--- src/rtl/msr_pkg.sv ---
package msr_pkg;
  // Counter register word indices
  localparam logic [1:0] ADDR_CTRL = 2'd1;
  localparam logic [1:0] ADDR_RES  = 2'd3;

  // Control word layout, fixed by the counter that decodes it
  localparam int DUR_W    = 16;
  localparam int EN_BIT   = 16;
  localparam int RUN_BIT  = 19;
  localparam int SRC_LSB  = 20;
  localparam int SRC_W    = 7;
  localparam int BUSY_BIT = 31;

  typedef enum logic [3:0] {
    ST_IDLE, ST_CLR, ST_DUR, ST_SRC, ST_GO, ST_WAIT, ST_PRD, ST_PCHK,
    ST_STOP, ST_RRD, ST_RCHK, ST_DGO, ST_DWAIT, ST_DONE
  } seq_state_t;

  function automatic logic [31:0] mk_ctrl(input logic [DUR_W-1:0] dur,
                                          input logic [SRC_W-1:0] src,
                                          input logic en, input logic run);
    logic [31:0] w;
    w = '0;
    w[DUR_W-1:0] = dur;
    w[SRC_LSB +: SRC_W] = src;
    w[EN_BIT] = en;
    w[RUN_BIT] = run;
    return w;
  endfunction
endpackage

--- src/rtl/msr_divider.sv ---
module msr_divider #(
  parameter int NUM_W = 37,
  parameter int DEN_W = 10
) (
  input  logic             clk,
  input  logic             rst_n,
  input  logic             start,
  input  logic [NUM_W-1:0] num,
  input  logic [DEN_W-1:0] den,
  output logic             done,
  output logic [NUM_W-1:0] quot
);
  localparam int CW = $clog2(NUM_W + 1);

  logic [DEN_W-1:0] rem;
  logic [CW-1:0]    cnt;
  logic             run;
  logic [DEN_W:0]   shifted;
  logic             ge;

  assign shifted = {rem, quot[NUM_W-1]};
  assign ge      = shifted >= {1'b0, den};

  always_ff @(posedge clk or negedge rst_n) begin
    if (!rst_n) begin
      rem  <= '0;
      cnt  <= '0;
      run  <= 1'b0;
      done <= 1'b0;
      quot <= '0;
    end else begin
      done <= 1'b0;
      if (start) begin
        rem  <= '0;
        quot <= num;
        cnt  <= CW'(NUM_W);
        run  <= 1'b1;
      end else if (run) begin
        rem  <= ge ? DEN_W'(shifted - {1'b0, den}) : shifted[DEN_W-1:0];
        quot <= {quot[NUM_W-2:0], ge};
        cnt  <= cnt - 1'b1;
        if (cnt == CW'(1)) begin
          run  <= 1'b0;
          done <= 1'b1;
        end
      end
    end
  end
endmodule

--- src/rtl/msr_poll_timer.sv ---
module msr_poll_timer #(
  parameter int POLL_CYC  = 1000,
  parameter int MAX_POLLS = 1000
) (
  input  logic clk,
  input  logic rst_n,
  input  logic arm,
  input  logic clr_polls,
  input  logic inc_polls,
  output logic expired,
  output logic last_poll
);
  localparam int WW = $clog2(POLL_CYC + 1);
  localparam int PW = $clog2(MAX_POLLS + 1);

  logic [WW-1:0] wait_cnt;
  logic [PW-1:0] poll_cnt;

  always_ff @(posedge clk or negedge rst_n) begin
    if (!rst_n) begin
      wait_cnt <= '0;
      poll_cnt <= '0;
    end else begin
      if (arm) wait_cnt <= WW'(POLL_CYC - 1);
      else if (wait_cnt != '0) wait_cnt <= wait_cnt - 1'b1;
      if (clr_polls) poll_cnt <= '0;
      else if (inc_polls) poll_cnt <= poll_cnt + 1'b1;
    end
  end

  assign expired   = (wait_cnt == '0);
  assign last_poll = (poll_cnt == PW'(MAX_POLLS - 1));
endmodule

--- src/rtl/msr_autorange.sv ---
module msr_autorange
  import msr_pkg::*;
#(
  parameter int GATE_MAX  = 640,
  parameter int GATE_STEP = 32,
  parameter int GATE_MIN  = 32,
  parameter int CNT_W     = 16,
  parameter int SCALE     = 1000000,
  parameter int POLL_CYC  = 1000,
  parameter int MAX_POLLS = 1000,
  parameter int FREQ_W    = 32
) (
  input  logic              clk,
  input  logic              rst_n,
  input  logic              req_valid,
  output logic              req_ready,
  input  logic [6:0]        req_src,
  output logic              bus_en,
  output logic              bus_we,
  output logic [1:0]        bus_addr,
  output logic [31:0]       bus_wdata,
  input  logic [31:0]       bus_rdata,
  output logic              res_valid,
  output logic [FREQ_W-1:0] res_freq,
  output logic [FREQ_W-1:0] res_prec,
  output logic              res_ovf,
  output logic              res_tmo
);
  localparam int DEN_W = $clog2(GATE_MAX + 1);
  localparam int NUM_W = CNT_W + $clog2(2 * SCALE) + 1;
  localparam logic [31:0] SAT = 32'((1 << CNT_W) - 1);

  seq_state_t       state;
  logic [DEN_W-1:0] gate;
  logic [SRC_W-1:0] src_q;
  logic [CNT_W-1:0] count_q;
  logic [DUR_W-1:0] dur;
  logic             busy_rd, saturated, can_retry;
  logic             t_arm, t_clr, t_inc, t_exp, t_last;
  logic             div_go, f_done, p_done;
  logic [NUM_W-1:0] f_num, f_quot, p_quot;

  assign dur       = DUR_W'(gate) - DUR_W'(1);
  assign busy_rd   = bus_rdata[BUSY_BIT];
  assign saturated = bus_rdata >= SAT;
  assign can_retry = gate >= DEN_W'(GATE_MIN + GATE_STEP);
  assign req_ready = (state == ST_IDLE);
  assign res_valid = (state == ST_DONE);

  assign t_clr  = (state == ST_GO);
  assign t_inc  = (state == ST_PCHK) && busy_rd;
  assign t_arm  = t_clr || (t_inc && !t_last);
  assign div_go = (state == ST_DGO);
  assign f_num  = NUM_W'(count_q) * NUM_W'(SCALE) + NUM_W'(gate >> 1);

  msr_poll_timer #(.POLL_CYC(POLL_CYC), .MAX_POLLS(MAX_POLLS)) u_timer (
    .clk(clk), .rst_n(rst_n), .arm(t_arm), .clr_polls(t_clr),
    .inc_polls(t_inc), .expired(t_exp), .last_poll(t_last));

  msr_divider #(.NUM_W(NUM_W), .DEN_W(DEN_W)) u_div_freq (
    .clk(clk), .rst_n(rst_n), .start(div_go), .num(f_num), .den(gate),
    .done(f_done), .quot(f_quot));

  msr_divider #(.NUM_W(NUM_W), .DEN_W(DEN_W)) u_div_prec (
    .clk(clk), .rst_n(rst_n), .start(div_go), .num(NUM_W'(2 * SCALE)), .den(gate),
    .done(p_done), .quot(p_quot));

  // Register port, decoded from the state
  always_comb begin
    bus_en    = 1'b0;
    bus_we    = 1'b0;
    bus_addr  = ADDR_CTRL;
    bus_wdata = '0;
    unique case (state)
      ST_CLR:  begin bus_en = 1'b1; bus_we = 1'b1; end
      ST_DUR:  begin bus_en = 1'b1; bus_we = 1'b1; bus_wdata = mk_ctrl(dur, '0, 1'b0, 1'b0); end
      ST_SRC:  begin bus_en = 1'b1; bus_we = 1'b1; bus_wdata = mk_ctrl(dur, src_q, 1'b0, 1'b0); end
      ST_GO:   begin bus_en = 1'b1; bus_we = 1'b1; bus_wdata = mk_ctrl(dur, src_q, 1'b1, 1'b1); end
      ST_PRD:  begin bus_en = 1'b1; end
      ST_STOP: begin bus_en = 1'b1; bus_we = 1'b1; bus_wdata = mk_ctrl(dur, src_q, 1'b0, 1'b1); end
      ST_RRD:  begin bus_en = 1'b1; bus_addr = ADDR_RES; end
      default: ;
    endcase
  end

  always_ff @(posedge clk or negedge rst_n) begin
    if (!rst_n) begin
      state    <= ST_IDLE;
      gate     <= DEN_W'(GATE_MAX);
      src_q    <= '0;
      count_q  <= '0;
      res_freq <= '0;
      res_prec <= '0;
      res_ovf  <= 1'b0;
      res_tmo  <= 1'b0;
    end else begin
      unique case (state)
        ST_IDLE: if (req_valid) begin
          src_q <= req_src;
          gate  <= DEN_W'(GATE_MAX);
          state <= ST_CLR;
        end
        ST_CLR:  state <= ST_DUR;
        ST_DUR:  state <= ST_SRC;
        ST_SRC:  state <= ST_GO;
        ST_GO:   state <= ST_WAIT;
        ST_WAIT: if (t_exp) state <= ST_PRD;
        ST_PRD:  state <= ST_PCHK;
        ST_PCHK: begin
          if (!busy_rd) state <= ST_STOP;
          else if (t_last) begin
            res_freq <= '0;
            res_prec <= '0;
            res_ovf  <= 1'b0;
            res_tmo  <= 1'b1;
            state    <= ST_DONE;
          end else state <= ST_WAIT;
        end
        ST_STOP: state <= ST_RRD;
        ST_RRD:  state <= ST_RCHK;
        ST_RCHK: begin
          if (!saturated) begin
            count_q <= bus_rdata[CNT_W-1:0];
            state   <= ST_DGO;
          end else if (can_retry) begin
            gate  <= gate - DEN_W'(GATE_STEP);
            state <= ST_CLR;
          end else begin
            res_freq <= '0;
            res_prec <= '0;
            res_ovf  <= 1'b1;
            res_tmo  <= 1'b0;
            state    <= ST_DONE;
          end
        end
        ST_DGO:  state <= ST_DWAIT;
        ST_DWAIT: if (f_done && p_done) begin
          res_freq <= FREQ_W'(f_quot);
          res_prec <= FREQ_W'(p_quot);
          res_ovf  <= 1'b0;
          res_tmo  <= 1'b0;
          state    <= ST_DONE;
        end
        ST_DONE: state <= ST_IDLE;
        default: state <= ST_IDLE;
      endcase
    end
  end
endmodule

--- config.mk ---
export PLATFORM = sky130hd
export DESIGN_NAME = msr_autorange
export DESIGN_NICKNAME = d
export VERILOG_FILES = /design/src/rtl/msr_pkg.sv /design/src/rtl/msr_divider.sv /design/src/rtl/msr_poll_timer.sv /design/src/rtl/msr_autorange.sv
export SDC_FILE = /design/constraint.sdc
export NUM_CORES = 1
export LEC_CHECK = 0
export ABC_AREA = 1
export BUFFER_PORTS_ARGS = -buffer_cell sky130_fd_sc_hd__buf_2
export CORE_ASPECT_RATIO = 1.25
export CORE_UTILIZATION = 26
export DETAILED_ROUTE_END_ITERATION = 7
export PLACE_DENSITY_LB_ADDON = 0.2
export RECOVER_POWER = 100
export SYNTH_ARGS = -nofsm -noshare
export SYNTH_HDL_FRONTEND = slang
export SYNTH_SLANG_ARGS = --single-unit
--- constraint.sdc ---
create_clock -name clk -period 7.4 [get_ports clk]
set_input_delay 1.48 -clock clk [delete_from_list [all_inputs] [get_ports clk]]
set_output_delay 1.48 -clock clk [all_outputs]
set_load 0.02 [all_outputs]
==> summary.txt, run 1 <==
Global route
  – Vias in the first global route: 13.1k
  – Largest net degree at the start of global routing: 103
  – Initial antenna violation count: 1
  – First-pass GRT wire length: 69800 um
  – GRT overflow: 0
  – GRT Util Overall: 13.9%

Critical path
  – Slowest cell on crit path: fa_1
  – Slowest stage delay, CP: 0.59 ns
  – Critical path startpoint category: flip-flop
  – Critical Path Fanout Max: 8
  – Worst Setup End Kind: flip-flop
  – Worst EP arrival: 6.55 ns
  – Worst Path Required: 7.81 ns
  – CP Class: flip-flop to flip-flop
  – Cell chain of the critical path: inv_1 > fa_1 > inv_1 > fa_1 > fa_1 > fa_1 > ha_1 > inv_1 > fa_1 > inv_1 > ha_1 > nand2_1 > nor2_1 > nand2_1 > inv_1 > nand2_1 > nand3b_1 > nand2_1 > nor2_1 > nand3_2 > nor2_1 > nand3_1 > nand3_1 > nand3_1

Cells and area
  – Number of diodes: 0
  – Ratio of cells with drive above 1 in the final layout: 6.33%
  – Layout area overhead: 13.3%
  – Most common cell after layout, fill and taps aside: nand2_1
  – Commonest non-fill, non-tap cells in the layout: 480 x nand2_1, 379 x inv_1, 228 x dfrtp_1
  – Net count, final: 2342
  – Number of fill cells: 6504
  – Final instance area: 17900 sq um

Clock network
  – H-tree levels: 1
  – Root buffer cell: clkbuf_16
  – CTS clk-pin slew, worst paths: 0.07 ns
  – CTS tree: yes
  – Postcts setup bufs: 0
  – CTS Hold Bufs: 0
  – Post_cts resized: 0
  – Clock buffer depth: 3
  – CTS sink cnt: 230
  – CTS buffer count: 26
  – Clk_lat worst skew: 0.55 ns

Synthesis
  – Number of flops mapped to enable cells by yosys: 0
  – Synth Instances: 1988
  – Synth cell types: 50
  – Area leader, netlist: dfrtp_1
  – Seq/Total Area, Yosys: 36.5%
  – YS warnings: 0
  – Syn_area_per_cell: 7.94 sq um
  – Top cells by area, synth: dfrtp_1 36%, nand2_1 11%, ha_1 10%
  – Most used DFF post-synth: dfrtp_1
  – Mapped Area: 15800 sq um
  – #FFs+latches synth: 230
  – Async SR Flop Fraction: 100%
  – Synth top area share: 36.1%

Placed design
  – Placer Congestion: 0.871
  – Port buffer count: 137
  – DP Area: 17300 sq um
  – Half-perimeter wire length after placement: 33700 um

STA
  – Final setup fails: 0
  – Period minus WS final: 6.14 ns
  – Worst slew pin tran: 4.82 ns
  – Setup total negative slack: 0 ns
  – Tcrit/Tclk final: 83.0%
  – Clk_skew: 0.0216 ns
  – F_max: 163 MHz
  – RSZ-0062 raised after global routing: no
  – Fin. Hold Viols: 0
  – Fin. max-slew vios: 216
  – Relative slew slack: -222%

Floorplan
  – Area of the core: 59800 sq um
  – Starting Density: 26.4%
  – Die height: 278 um
  – FP Rows: 100
  – Die area: 61700 sq um
  – Chip Width: 222 um
  – I/O pin cnt: 146

Drt
  – Final WL: 42800 um
  – WL per Instance: 14.8 um
  – Remaining DRCs: 0
  – DRT iter0 DRCs: 755
  – Routed via count: 13.1k
  – Drt pass-1 iters: 6
  – Via density: 4.51
  – DRT antenna net count: 0

Run
  – Max Cap Viol: 3

Outcome
  – Failing checks: max-capacitance violations, max-slew violations
  – Outcome: complete, but fails checks

Power and ir drop
  – LEAKAGE: 0.00902 uW
  – PwrDens: 271 nW/um^2
  – Maximum VDD drop: 156 uV

Worst hold path
  – HP Class: flip-flop to flip-flop
-- power breakdown --
part,total [uW],internal (uW),switching (uW),leakage [uW]
clock,1300,762,540,0.000413
sequential,1740,1570,171,0.00302
combinational,1800,541,1260,0.00559
-- final cells by class --
class | count | area [sq um] | area share (%)
tap | 765 | 957 | 5.35
sequential | 230 | 5760 | 32.2
clock buffer | 42 | 792 | 4.43
multi-input combinational | 1315 | 8240 | 46.0
inverter | 391 | 1470 | 8.20
clock inverter | 4 | 48.8 | 0.273
timing repair buffer | 150 | 632 | 3.53
-- worst paths after layout --
kind / startpoint / endpoint / slack, ns / depth (start not counted)
setup / recovery: count_q[1] / u_div_freq.quot[31] / 1.26 / 24
hold / removal: res_ovf / res_ovf / 0.48 / 2
setup reg to reg: count_q[1] / u_div_freq.quot[31] / 1.26 / 24
hold reg to reg: res_ovf / res_ovf / 0.48 / 2
max in group asynchronous: rst_n / u_div_prec.rem[0] / 1.68 / 2
min in group asynchronous: rst_n / u_timer.poll_cnt[6] / 2.92 / 1
-- kinds of logic after synthesis --
group / synth area share (%)
other cells: 0.0476
xor+xnor: 1.05
simple gates: 21.6
flops: 36.5
compound gates: 12.1
buf+inv: 11.3
fa+ha+maj: 17.4
-- flip-flops by register name (all words and copies together) (netlist names), 4 cells and up --
| name | flops |
|---|---|
| u_div_prec.rem | 10 |
| u_timer.wait_cnt | 10 |
| u_div_prec.quot | 38 |
| res_freq | 32 |
| count_q | 16 |
| state | 4 |
| gate | 5 |
| u_div_freq.quot | 38 |
| u_div_freq.cnt | 6 |
| u_div_prec.cnt | 6 |
| u_div_freq.rem | 10 |
| res_prec | 32 |
| u_timer.poll_cnt | 10 |
| src_q | 7 |
-- cell usage after synthesis (5+ instances only) --
| cell type | n |
|---|---|
| nor2_2 | 21 |
| o21ai_1 | 7 |
| o211ai_1 | 5 |
| a21oi_1 | 70 |
| buf_4 | 17 |
| o21ai_0 | 72 |
| o22ai_1 | 52 |
| nor2_4 | 8 |
| inv_1 | 377 |
| nand4_1 | 18 |
| nand3b_1 | 6 |
| nor3_1 | 21 |
| clkinv_1 | 5 |
| o31ai_1 | 60 |
| dfrtp_1 | 228 |
| o221ai_1 | 17 |
| inv_2 | 9 |
| nand3_2 | 7 |
| xor2_1 | 12 |
| nor2_1 | 118 |
| buf_2 | 14 |
| clkbuf_1 | 27 |
| ha_1 | 130 |
| nand2_2 | 12 |
| nand2_1 | 479 |
| nor4_1 | 9 |
| fa_1 | 56 |
| nand3_1 | 82 |
| o21bai_1 | 5 |
| a22oi_1 | 11 |
| xnor2_1 | 7 |
-- critical path: cells and delay by family, from the launching register on --
family / cells / cell delay [ns]
adder cells (fa/ha/maj): 7 / 3.23
buffers and inverters: 5 / 0.42
AND/OR/NAND/NOR: 12 / 1.81
flip-flops: 1 / 0.55
-- layer usage --
layer	vias to the layer above	wire [um]	global-route usage [%]
met5	-	10	0
met4	2	1080	3.98
met3	54	1510	1.87
met2	219	20600	24.0
met1	6160	19700	18.0
li1	6616	-	-
-- metrics by stage --
stage	cells	setup slack, ns	hold WS [ns]	total power, uW	util, %
after CTS	2897	1.44	0.473	4980	30.3
final	2897	1.26	0.477	4840	29.9
after floorplan	1998	2.23	0.449	3110	-
after global placement	2851	1.52	0.456	3600	28.9
after global routing	2897	0.570	0.493	5230	29.9
after detailed placement	2851	1.49	0.458	3640	28.9
(Power assumes the default switching activity.)
==> run 2: changes to the inputs <==
--- a/config.mk
+++ b/config.mk
@@ -5,7 +5,7 @@
 export SDC_FILE = /design/constraint.sdc
 export NUM_CORES = 1
 export LEC_CHECK = 0
-export ABC_AREA = 1
+export ABC_AREA = 0
 export BUFFER_PORTS_ARGS = -buffer_cell sky130_fd_sc_hd__buf_2
 export CORE_ASPECT_RATIO = 1.25
 export CORE_UTILIZATION = 26
==> constraint.sdc (replaced) <==
create_clock -name clk -period 5 [get_ports clk]
set_input_delay 1 -clock clk [delete_from_list [all_inputs] [get_ports clk]]
set_output_delay 1 -clock clk [all_outputs]
set_load 0.02 [all_outputs]
==> summary.txt, run 2 <==
Placed design
  – Half-perimeter wire length after placement: 30400 um (was 33700 um)
  – Placer Congestion: 0.846 (was 0.871)
  – Port buffer count: 137 (unchanged)
  – Setup Slack @ Placement: -0.893 ns (was 1.49 ns)

STA
  – Relative slew slack: -56.4% (was -222%)
  – Final setup fails: 16 (was 0)
  – Worst slew pin tran: 2.35 ns (was 4.82 ns)
  – Clk_skew: 0.0177 ns (was 0.0216 ns)
  – Fin. max-slew vios: 238 (was 216)
  – F_max: 175 MHz (was 163 MHz)
  – Period minus WS final: 5.71 ns (was 6.14 ns)
  – Fin. Hold Viols: 0 (unchanged)
  – Worst setup margin: -0.707 ns (was 1.26 ns)
  – Tcrit/Tclk final: 114% (was 83.0%)
  – RSZ-0062 raised after global routing: yes (was no)

Cells and area
  – Number of diodes: 0 (unchanged)
  – Core Util, Final: 33.2% (was 29.9%)
  – Net count, final: 2132 (was 2342)
  – Ratio of cells with drive above 1 in the final layout: 19.4% (was 6.33%)
  – Most common cell after layout, fill and taps aside: nand2_1 (unchanged)
  – Layout area overhead: 26.0% (was 13.3%)
  – Largest registers: u_div_freq.quot (38), u_div_prec.quot (38) (unchanged)
  – Commonest non-fill, non-tap cells in the layout: 248 x nand2_1, 225 x dfrtp_1, 137 x buf_4 (was 480 x nand2_1, 379 x inv_1, 228 x dfrtp_1)

Floorplan
  – Chip Width: 220 um (was 222 um)
  – Area of the core: 58500 sq um (was 59800 sq um)
  – I/O pin cnt: 146 (unchanged)
  – Die height: 274 um (was 278 um)
  – Die area: 60200 sq um (was 61700 sq um)
  – Starting Density: 26.3% (was 26.4%)
  – FP Rows: 99 (was 100)

Global route
  – GRT overflow: 0 (unchanged)
  – First-pass GRT wire length: 67500 um (was 69800 um)
  – Initial antenna violation count: 0 (was 1)
  – Vias in the first global route: 12.9k (was 13.1k)
  – GRT Util Overall: 13.8% (was 13.9%)
  – Largest net degree at the start of global routing: 91 (was 103)

Synthesis
  – Synth Instances: 1656 (was 1988)
  – Synth cell types: 77 (was 50)
  – Async SR Flop Fraction: 100% (unchanged)
  – YS warnings: 0 (unchanged)
  – Synth top area share: 37.1% (was 36.1%)
  – Area leader, netlist: dfrtp_1 (unchanged)
  – #FFs+latches synth: 230 (unchanged)
  – Most used DFF post-synth: dfrtp_1 (unchanged)
  – Top cells by area, synth: dfrtp_1 37%, ha_1 11%, fa_1 7.3% (was dfrtp_1 36%, nand2_1 11%, ha_1 10%)
  – Mapped Area: 15400 sq um (was 15800 sq um)
  – Commonest cells in the netlist: 251 x nand2_1, 228 x dfrtp_1, 130 x ha_1 (was 479 x nand2_1, 377 x inv_1, 228 x dfrtp_1)
  – Most common cell in the netlist: nand2_1 (unchanged)
  – Seq/Total Area, Yosys: 37.4% (was 36.5%)
  – Number of flops mapped to enable cells by yosys: 0 (unchanged)
  – Syn_area_per_cell: 9.30 sq um (was 7.94 sq um)

Power and ir drop
  – Clock power share: 28.9% (was 26.9%)
  – Logic pwr share: 31.0% (was 37.3%)
  – Total net switching power: 2500 uW (was 1970 uW)
  – Sw Ratio: 36.5% (was 40.7%)
  – Power Internal: 4340 uW (was 2870 uW)
  – LEAKAGE: 0.00910 uW (was 0.00902 uW)
  – Seq pwr share: 40.1% (was 35.9%)
  – Maximum VDD drop: 255 uV (was 156 uV)
  – PwrDens: 353 nW/um^2 (was 271 nW/um^2)

Critical path
  – Critical path startpoint category: flip-flop (unchanged)
  – Worst Path Required: 5.41 ns (was 7.81 ns)
  – Critical Path Fanout Max: 7 (was 8)
  – Worst Setup End Kind: flip-flop (unchanged)
  – Worst EP arrival: 6.12 ns (was 6.55 ns)
  – CP Class: flip-flop to flip-flop (unchanged)

Clock network
  – CTS Hold Bufs: 0 (unchanged)
  – CTS clk-pin slew, worst paths: 0.06 ns (was 0.07 ns)
  – Root buffer cell: clkbuf_16 (unchanged)
  – CTS tree: yes (unchanged)
  – Clk_lat worst skew: 0.56 ns (was 0.55 ns)
  – CTS buffer count: 28 (was 26)
  – CTS sink cnt: 230 (unchanged)
  – Clock buffer depth: 3 (unchanged)
  – H-tree levels: 1 (unchanged)

Drt
  – Remaining DRCs: 14 (was 0)
  – Drt pass-1 iters: 7 (was 6)
  – DRT antenna net count: 0 (unchanged)
  – WL per Instance: 15.1 um (was 14.8 um)
  – Final WL: 40500 um (was 42800 um)
  – Routed via count: 12.3k (was 13.1k)
  – Via density: 4.60 (was 4.51)
  – DRT iter0 DRCs: 475 (was 755)

Outcome
  – Outcome: complete, but fails checks (unchanged)
  – Failing checks: design-rule violations, max-capacitance violations, max-slew violations, negative setup slack (was max-capacitance violations, max-slew violations)

Run
  – Max Cap Viol: 5 (was 3)

Worst hold path
  – HP Class: flip-flop to flip-flop (unchanged)
## run 2: cell count changes in the layout (fill, tap and decap cells not counted), sizes merged, moves of 15 or more
| cell | before | now |
|---|---|---|
| a211oi | 1 | 32 |
| buf | 43 | 190 |
| inv | 386 | 123 |
| mux2i | 0 | 75 |
| nand2 | 492 | 252 |
| nor2 | 147 | 128 |
| nor2b | 0 | 25 |
| o221ai | 17 | 2 |
| o22ai | 52 | 2 |
| o31ai | 60 | 6 |
| xnor2 | 7 | 44 |
| xor2 | 12 | 31 |
## run 2: timing repair
item / in CTS / in global routing
endpoints found under the setup margin: 18 / 18
pin swaps: 25 / 49
gates resized for setup: 36 / 77
buffers inserted: 10 / 12
## run 2: power groups by stage
stage | Sequential (uW) | Clock (uW) | Combinational (uW)
final | 2750 | 1980 | 2120
after global routing | 2820 | 2130 | 2420
after CTS | 2750 | 2060 | 2180
after detailed placement | 2780 | 0 | 2170
after global placement | 2770 | 0 | 2140
after floorplan | 2570 | 0 | 1780
## run 2: critical path, stage by stage, from the launching register on
cell     delay, ns
dfrtp_1       0.37
inv_2         0.07
fa_1          0.53
inv_1         0.05
fa_2          0.52
fa_1          0.42
fa_1          0.49
ha_4          0.29
inv_2         0.03
fa_1          0.48
inv_2         0.04
ha_4          0.30
buf_6         0.12
nand2_2       0.05
o21a_4        0.23
o31a_1        0.13
xnor2_2       0.20
nand2_2       0.08
or4_4         0.56
nor4_4        0.30
mux2i_1       0.24
a21oi_1       0.06
## run 2: stage by stage
step                      std cells  area (sq um)  TNS, ns  power [uW]  hold WS (ns)
after floorplan                1666         15600    -6.06        4350         0.471
after global placement         2612         17900   -10.65        4910         0.447
after CTS                      2673         19100    -8.32        6990         0.455
after detailed placement       2612         17900   -10.84        4940         0.452
after global routing           2682         19400   -11.52        7370         0.497
final                          2682         19400    -7.97        6840         0.462
## run 2: final timing paths
check / from / endpoint / slack, ns / depth (start not counted)
max in group asynchronous: rst_n / u_div_freq.quot[7] / 1.32 / 2
hold / removal: res_prec[16] / res_prec[16] / 0.46 / 2
hold reg to reg: res_prec[16] / res_prec[16] / 0.46 / 2
setup reg to reg: count_q[2] / u_div_freq.quot[33] / -0.71 / 21
setup / recovery: count_q[2] / u_div_freq.quot[33] / -0.71 / 21
min in group asynchronous: rst_n / u_timer.poll_cnt[9] / 1.12 / 1
## run 2: layout make-up
type,count,area (sq um)
fill,6194,39100
multi-input combinational,1225,9530
sequential,230,5760
timing repair buffer,297,1790
tap,757,947
clock buffer,46,868
inverter,122,460
clock inverter,5,43.8
## run 2: logic make-up after synthesis
group,synth area share (%)
other,0.0488
buffers and inverters,5.58
multiplexers,5.46
AO/OA/AOI/OAI,10.1
XOR/XNOR,4.41
AND/OR/NAND/NOR,19.2
adder cells (fa/ha/maj),17.8
flip-flops,37.4
## run 2: layer usage
layer	part of all wire [%]	GRT usage (%)
met5	0	0
met4	3.3	5.01
met3	2.8	1.46
met2	51	24.9
met1	43	16.9
